$ cat config.mk
export PLATFORM = sky130hd
export DESIGN_NAME = ers_unit
export DESIGN_NICKNAME = d
export VERILOG_FILES = /design/src/rtl/ers_pkg.sv /design/src/rtl/ers_cmd_decode.sv /design/src/rtl/ers_status_pop.sv /design/src/rtl/ers_stack_swap.sv /design/src/rtl/ers_unit.sv
export SDC_FILE = /design/constraint.sdc
export NUM_CORES = 1
export LEC_CHECK = 0
export ABC_AREA = 1
export BUFFER_PORTS_ARGS = -buffer_cell sky130_fd_sc_hd__buf_2
export CAP_MARGIN = 20
export CORE_UTILIZATION = 30
export CTS_BUF_LIST = sky130_fd_sc_hd__clkbuf_4 sky130_fd_sc_hd__clkbuf_8
export DETAILED_ROUTE_END_ITERATION = 6
export SLEW_MARGIN = 20
export SYNTH_ARGS = -nofsm -noshare
export SYNTH_HDL_FRONTEND = slang
export SYNTH_HIERARCHICAL = 1
export SYNTH_SLANG_ARGS = --single-unit
$ cat constraint.sdc
create_clock -name clk -period 1.9 [get_ports clk]
set_clock_uncertainty 0.2 [all_clocks]
set_input_delay 0.095 -clock clk [delete_from_list [all_inputs] [get_ports clk]]
set_output_delay 0.095 -clock clk [all_outputs]
set_load 0.02 [all_outputs]
$ cat src/rtl/ers_pkg.sv
// Shared types for the exception return status unit.
package ers_pkg;

    // Two-bit return command; code 2'b11 is reserved and acts as idle.
    typedef enum logic [1:0] {
        ERS_IDLE    = 2'b00,
        ERS_RET_EXC = 2'b01,
        ERS_RET_NMI = 2'b10,
        ERS_RSVD    = 2'b11
    } ers_cmd_e;

    // Decoded command: whether to update, and whether the mask flag is forced.
    typedef struct packed {
        logic active;
        logic is_nmi;
    } ers_op_t;

endpackage

$ cat src/rtl/ers_cmd_decode.sv
// Command decoder.
// Turns the raw two-bit command into an update enable and an NMI marker.
// Assumes the reserved code must behave exactly like idle.
module ers_cmd_decode
    import ers_pkg::*;
(
    input  logic [1:0] cmd_i,
    output ers_op_t    op_o
);

    // Map each command code to its decoded operation.
    always_comb begin
        op_o = '{active: 1'b0, is_nmi: 1'b0};
        case (ers_cmd_e'(cmd_i))
            ERS_RET_EXC: op_o = '{active: 1'b1, is_nmi: 1'b0};
            ERS_RET_NMI: op_o = '{active: 1'b1, is_nmi: 1'b1};
            default:     op_o = '{active: 1'b0, is_nmi: 1'b0};
        endcase
    end

endmodule

$ cat src/rtl/ers_status_pop.sv
// Status context pop.
// Keeps the top KEEP_W bits, shifts the low FIELD_W bits right by SHIFT and
// clears everything in between. It then applies the pending-flag and
// mask-flag rules. The restart flag is sampled from the unshifted word.
// Purely combinational; the caller registers the result.
module ers_status_pop #(
    parameter int W       = 32,
    parameter int KEEP_W  = 2,
    parameter int FIELD_W = 28,
    parameter int SHIFT   = 10,
    parameter int U_POS   = 6,
    parameter int P_POS   = 7,
    parameter int R_POS   = 8,
    parameter int M_POS   = 9
) (
    input  logic [W-1:0] status_i,
    input  logic         is_nmi_i,
    output logic [W-1:0] status_o,
    output logic         user_o
);

    localparam logic [W-1:0] ONES       = {W{1'b1}};
    localparam logic [W-1:0] KEEP_MASK  = ~(ONES >> KEEP_W);
    localparam logic [W-1:0] FIELD_MASK = ONES >> (W - FIELD_W);

    logic [W-1:0] popped;

    // Build the shifted context with the preserved top bits.
    always_comb begin
        popped = (status_i & KEEP_MASK) | ((status_i & FIELD_MASK) >> SHIFT);
    end

    // The user flag is taken from the shifted value, before any flag forcing.
    always_comb begin
        user_o = popped[U_POS];
    end

    // Apply the pending and mask flag rules on top of the popped word.
    always_comb begin
        status_o = popped;
        if (!status_i[R_POS]) begin
            status_o[P_POS] = 1'b1;
        end
        if (is_nmi_i) begin
            status_o[M_POS] = 1'b1;
        end
    end

endmodule

$ cat src/rtl/ers_stack_swap.sv
// Stack pointer selection.
// When the restored context is user mode, the live pointer is saved as the
// kernel pointer and the user pointer becomes live. Otherwise the live
// pointer passes through and the kernel pointer holds its value.
module ers_stack_swap #(
    parameter int W = 32
) (
    input  logic         user_i,
    input  logic [W-1:0] sp_i,
    input  logic [W-1:0] usp_i,
    input  logic [W-1:0] ksp_cur_i,
    output logic [W-1:0] sp_next_o,
    output logic [W-1:0] ksp_next_o
);

    // Choose the next live and kernel stack pointers.
    always_comb begin
        if (user_i) begin
            sp_next_o  = usp_i;
            ksp_next_o = sp_i;
        end else begin
            sp_next_o  = sp_i;
            ksp_next_o = ksp_cur_i;
        end
    end

endmodule

$ cat src/rtl/ers_unit.sv
// Exception return status unit (top).
// Registers the popped status word and the selected stack pointers whenever
// a return command is present. Reset is synchronous and active low and
// clears all three registers. Idle and reserved commands hold state.
module ers_unit #(
    parameter int W       = 32,
    parameter int KEEP_W  = 2,
    parameter int FIELD_W = 28,
    parameter int SHIFT   = 10,
    parameter int U_POS   = 6,
    parameter int P_POS   = 7,
    parameter int R_POS   = 8,
    parameter int M_POS   = 9
) (
    input  logic         clk,
    input  logic         rst_n,
    input  logic [1:0]   cmd_i,
    input  logic [W-1:0] status_i,
    input  logic [W-1:0] sp_i,
    input  logic [W-1:0] usp_i,
    output logic [W-1:0] status_o,
    output logic [W-1:0] sp_o,
    output logic [W-1:0] ksp_o
);
    import ers_pkg::*;

    ers_op_t      op;
    logic [W-1:0] status_next;
    logic         user_next;
    logic [W-1:0] sp_next;
    logic [W-1:0] ksp_next;
    logic [W-1:0] status_q;
    logic [W-1:0] sp_q;
    logic [W-1:0] ksp_q;

    ers_cmd_decode u_decode (
        .cmd_i (cmd_i),
        .op_o  (op)
    );

    ers_status_pop #(
        .W       (W),
        .KEEP_W  (KEEP_W),
        .FIELD_W (FIELD_W),
        .SHIFT   (SHIFT),
        .U_POS   (U_POS),
        .P_POS   (P_POS),
        .R_POS   (R_POS),
        .M_POS   (M_POS)
    ) u_pop (
        .status_i (status_i),
        .is_nmi_i (op.is_nmi),
        .status_o (status_next),
        .user_o   (user_next)
    );

    ers_stack_swap #(
        .W (W)
    ) u_swap (
        .user_i     (user_next),
        .sp_i       (sp_i),
        .usp_i      (usp_i),
        .ksp_cur_i  (ksp_q),
        .sp_next_o  (sp_next),
        .ksp_next_o (ksp_next)
    );

    // State registers: clear on reset, load on a return command, else hold.
    always_ff @(posedge clk) begin
        if (!rst_n) begin
            status_q <= '0;
            sp_q     <= '0;
            ksp_q    <= '0;
        end else if (op.active) begin
            status_q <= status_next;
            sp_q     <= sp_next;
            ksp_q    <= ksp_next;
        end
    end

    assign status_o = status_q;
    assign sp_o     = sp_q;
    assign ksp_o    = ksp_q;

endmodule

## Word-level counts from Yosys, hierarchy flattened

Cells that the tools add are included.

- Eq/ne operators: 2
- Multiplexer cells: 4
- Bitwise logic cells: 1
- Reduce and logical (&&, ||, !) cells: 1

Operators with widths:

| cell | number |
|---|---|
| $mux 32 | 1 |
| $or 32x18->32 | 1 |
| $pmux 2 s2 | 1 |
| $eq 2x1->1 const B | 1 |
| $eq 2x2->1 const B | 1 |
| $mux 1 | 2 |
| $reduce_and 2->1 | 1 |

- Register bits: 96
- Bits of input ports: 100
- Output and inout bits: 96

## Logic depth before layout (Yosys ltp)

- Word-level depth: 3
- Mapped depth: 9
- Mapped depth without buffers: 8

## Cells and area by module

Netlist, hierarchy kept.

By module, submodules not included:

| module | instances | cells an instance | area each (µm²) |
|---|---|---|---|
| ers_unit | 1 | 608 | 4040.1 |
| ers_stack_swap | 1 | 206 | 844.6 |
| ers_status_pop | 1 | 37 | 255.2 |
| ers_cmd_decode | 1 | 3 | 20.0 |

## Least setup slack after synthesis

Ideal clock, no wire load.

- Path kind: in2reg
- From: input port cmd_i[0]
- To: register ksp_q[10], in the netlist ksp_o[10]
- Setup time: 0.113 ns
- Arrival: 0.904 ns
- Data required time: 1.587 ns
- Setup slack: 0.682 ns
- Cell stages on the path: 8
- Path through: inv_1 > ha_1 > inv_1 > buf_6 > buf_6 > nand2_1 > nand2_1 > nor2_1

RTL lines:

| what | line | source |
|---|---|---|
| from (decl) | ers_unit.sv:17 | `input logic [1:0] cmd_i,` |
| to (signal assigned) | ers_unit.sv:77 | `ksp_q <= ksp_next;` |
| to (decl) | ers_unit.sv:34 | `logic [W-1:0] ksp_q;` |

==> results.sh <==
export IMPL_run_status="finished, final reports clean"
export IMPL_hpwl_um=8086
export IMPL_core_mm2=0.01670
export IMPL_power_frac_seq_pct=44.3
export IMPL_synth_cells=854
export IMPL_p_leak_nw=4.143
export IMPL_rows=47
export IMPL_syn_area_mm2=0.005160
export IMPL_place_gp_congestion=0.7667
export IMPL_clock_sinks=96
export IMPL_via_per_inst=3.955
export IMPL_arrival_ns=1.84
export IMPL_dr_first_iter_drc_count=216
export IMPL_grt_pass1_wl_um=21830
export IMPL_post_cts_buffers=0
export IMPL_yosysTopAreaCellShare_pct=37.25
export IMPL_intPower_mw=3.492
export IMPL_cts_root_buf="clkbuf_8"
export IMPL_grtUsageTotal_pct=15.34
export IMPL_die_h_um=133.2
export IMPL_die_area_mm2=0.01773
export IMPL_yosysSeqAreaShare_pct=37.25
export IMPL_switching_power_mw=1.775
export IMPL_cp_data_required_time_ns=1.98
export IMPL_post_synth_cell_area_avg_um2=6.042
export IMPL_layout_cells_non_filler=1321
export IMPL_synth_cell_types=11
export IMPL_drt_total_wl_um=13740
export IMPL_layout_nets=1197
export IMPL_cts_buffer_depth=2
export IMPL_power_frac_comb_pct=29.4
export IMPL_crit_buf_inv=5
export IMPL_cts_buffers=9
export IMPL_synth_commonest_cells="386 x nand2_1, 192 x nor2_1, 101 x inv_1"
export IMPL_port_buffers=184
export IMPL_ys_flop_type="dfxtp_1"
export IMPL_area_sequential_mm2=0.001922
export IMPL_switching_share_pct=33.70
export IMPL_cts_tree="built"
export IMPL_p_per_area_mw_per_mm2=738.6
export IMPL_ant_nets=0
export IMPL_diodes=0
export IMPL_dpl_cell_count=1202
export IMPL_grt_max_degree=66
export IMPL_period_minus_slack_ns=1.754
export IMPL_gr_total_overflow=0
export IMPL_grt_pass1_vias=4625
export IMPL_synth_seq_cells=96
export IMPL_slowest_delay_ns=0.55
export IMPL_synth_area_top_cells="dfxtp_1 37%, nand2_1 28%, nor2_1 14%"
export IMPL_rsz0062_at_grt="false"
export IMPL_period_share_pct=92.33
export IMPL_async_reset_ff_share_pct=0
export IMPL_hold_violations=0
export IMPL_n_fill_cell=1739
export IMPL_fmax_mhz=570.0
export IMPL_num_vias=5224
export IMPL_final_setup_tns_ns=0
export IMPL_yosysMostFrequentCell="nand2_1"
export IMPL_synth_top_area_cell="dfxtp_1"
export IMPL_clk_pin_slew_ns=0.10
export IMPL_vdd_ir_drop_max_mv=0.3610
export IMPL_critPathTopFamily="buffers and inverters"
export IMPL_power_share_clock_pct=26.4
export IMPL_path_max_fanout=57
export IMPL_cpMaxStageDelayCell="dlygate4sd3_1"
export IMPL_clkLatencyLatePin_ns=0.37
export IMPL_layout_drive_gt1_share_pct=19.16
export IMPL_die_x_um=133.2
export IMPL_setup_violations=0
export IMPL_cts_resized_gates=0
export IMPL_wl_per_cell_um=10.40
export IMPL_start_kind="primary input"
export IMPL_crit_top_cell="nand2_1"
export IMPL_htree_levels=3
export IMPL_ios=196
export IMPL_drv_slew=0
export IMPL_antenna_found_initial=0
export IMPL_worstPathCellList="buf_2 -> inv_1 -> ha_1 -> inv_6 -> buf_12 -> nand2_1 -> nand2_1 -> dlygate4sd3_1 -> nor2_1"
export IMPL_p_total_mw=5.267
export IMPL_maxCapViolations=0
export IMPL_synth_edf_count=0
export IMPL_hp_class="in2reg"
export IMPL_synth_warnings=6
export IMPL_initial_utilization_pct=30.90
export IMPL_area_growth_pct=38.22
export IMPL_multi_input_area_mm2=0.002227
export IMPL_rrSetupSlack_ns=0.41
export IMPL_drcViolationCount=0
export IMPL_crit_type="in2reg"
export IMPL_endpoint_kind="flip-flop"
export IMPL_drt_first_pass_iters=4
-- flip-flops by register name, indices dropped and copies added (netlist names) --
name	flops
sp_o	32
status_o	32
ksp_o	32
-- kinds of logic after synthesis --
logic type	Yosys count	synth area share [%]
simple gates	578	42.05
buf+inv	178	20.39
other cells	1	0.07268
fa+ha+maj	1	0.2424
flops	96	37.25
-- worst min-delay path: stages --
cell	delay, ns
buf_2	0.08
ha_1	0.12
inv_1	0.04
nand2_1	0.06
inv_1	0.04
nand2_1	0.05
nand2_1	0.04
nor2_1	0.07
-- final timing paths --
kind                                              from                  endpoint  depth (start not counted)
worst max-delay path                          cmd_i[0]    ksp_o[16]$_SDFFE_PN0P_                          9
worst max register to register  ksp_o[16]$_SDFFE_PN0P_    ksp_o[16]$_SDFFE_PN0P_                          7
worst min register to register   sp_o[16]$_SDFFE_PN0P_     sp_o[16]$_SDFFE_PN0P_                          2
worst min-delay path                          cmd_i[1]  status_o[9]$_SDFFE_PN0P_                          8
-- routing by layer --
layer | share of wire [%] | global-route usage (%)
met1 | 49 | 19.55
met2 | 43 | 24.40
met3 | 5.6 | 3.615
met4 | 2.3 | 7.323
met5 | 0 | 0
-- stage by stage --
| step | utilization, % | hold slack, ns | instance area [um^2] | setup WS (ns) |
|---|---|---|---|---|
| 2_1_floorplan | - | 0.1243 | 5201 | 0.6823 |
| 3_3_place_gp | 35.35 | 0.1816 | 5903 | 0.2883 |
| 3_5_place_dp | 35.35 | 0.1876 | 5903 | 0.2844 |
| 4_1_cts | 42.70 | 0.03073 | 7132 | 0.2043 |
| 5_1_grt | 42.70 | 0.1161 | 7132 | 0.09160 |
| 6_report | 42.70 | 0.05982 | 7132 | 0.1458 |
-- power groups by stage --
stage	clock [mW]	combinational, mW	sequential [mW]
floorplan	0	0.786	2.63
global placement	0	1.36	2.37
detailed placement	0	1.36	2.38
CTS	1.49	1.54	2.33
global route	1.54	1.73	2.36
finish	1.39	1.55	2.33
-- layout by cell type, fill, tap and decap left out --
master	netlist	final
conb_1	1	12
inv_6	0	3
dfxtp_1	96	96
buf_12	0	8
nor2_1	192	192
ha_1	1	1
inv_1	101	100
clkbuf_8	6	9
dlygate4sd3_1	0	103
buf_4	32	2
clkinv_4	0	1
clkinv_2	0	2
nand2_1	386	386
bufinv_16	0	1
inv_2	1	1
buf_2	13	183
clkbuf_4	0	1
-- timing repair --
action,in CTS,in global routing
endpoints found under the setup margin,0,0
hold buffers,103,0
endpoints found under the hold margin,83,0
-- layout make-up --
| type | count | area share, % |
|---|---|---|
| inverters | 102 | 5.439 |
| repair buffers | 296 | 29.75 |
| flip-flops and latches | 96 | 26.95 |
| well taps | 220 | 3.860 |
| clock inverters | 6 | 0.9298 |
| multi-input cells | 591 | 31.23 |
| clock buffers | 10 | 1.842 |
No activity file was read; power rests on OpenSTA's default activity.
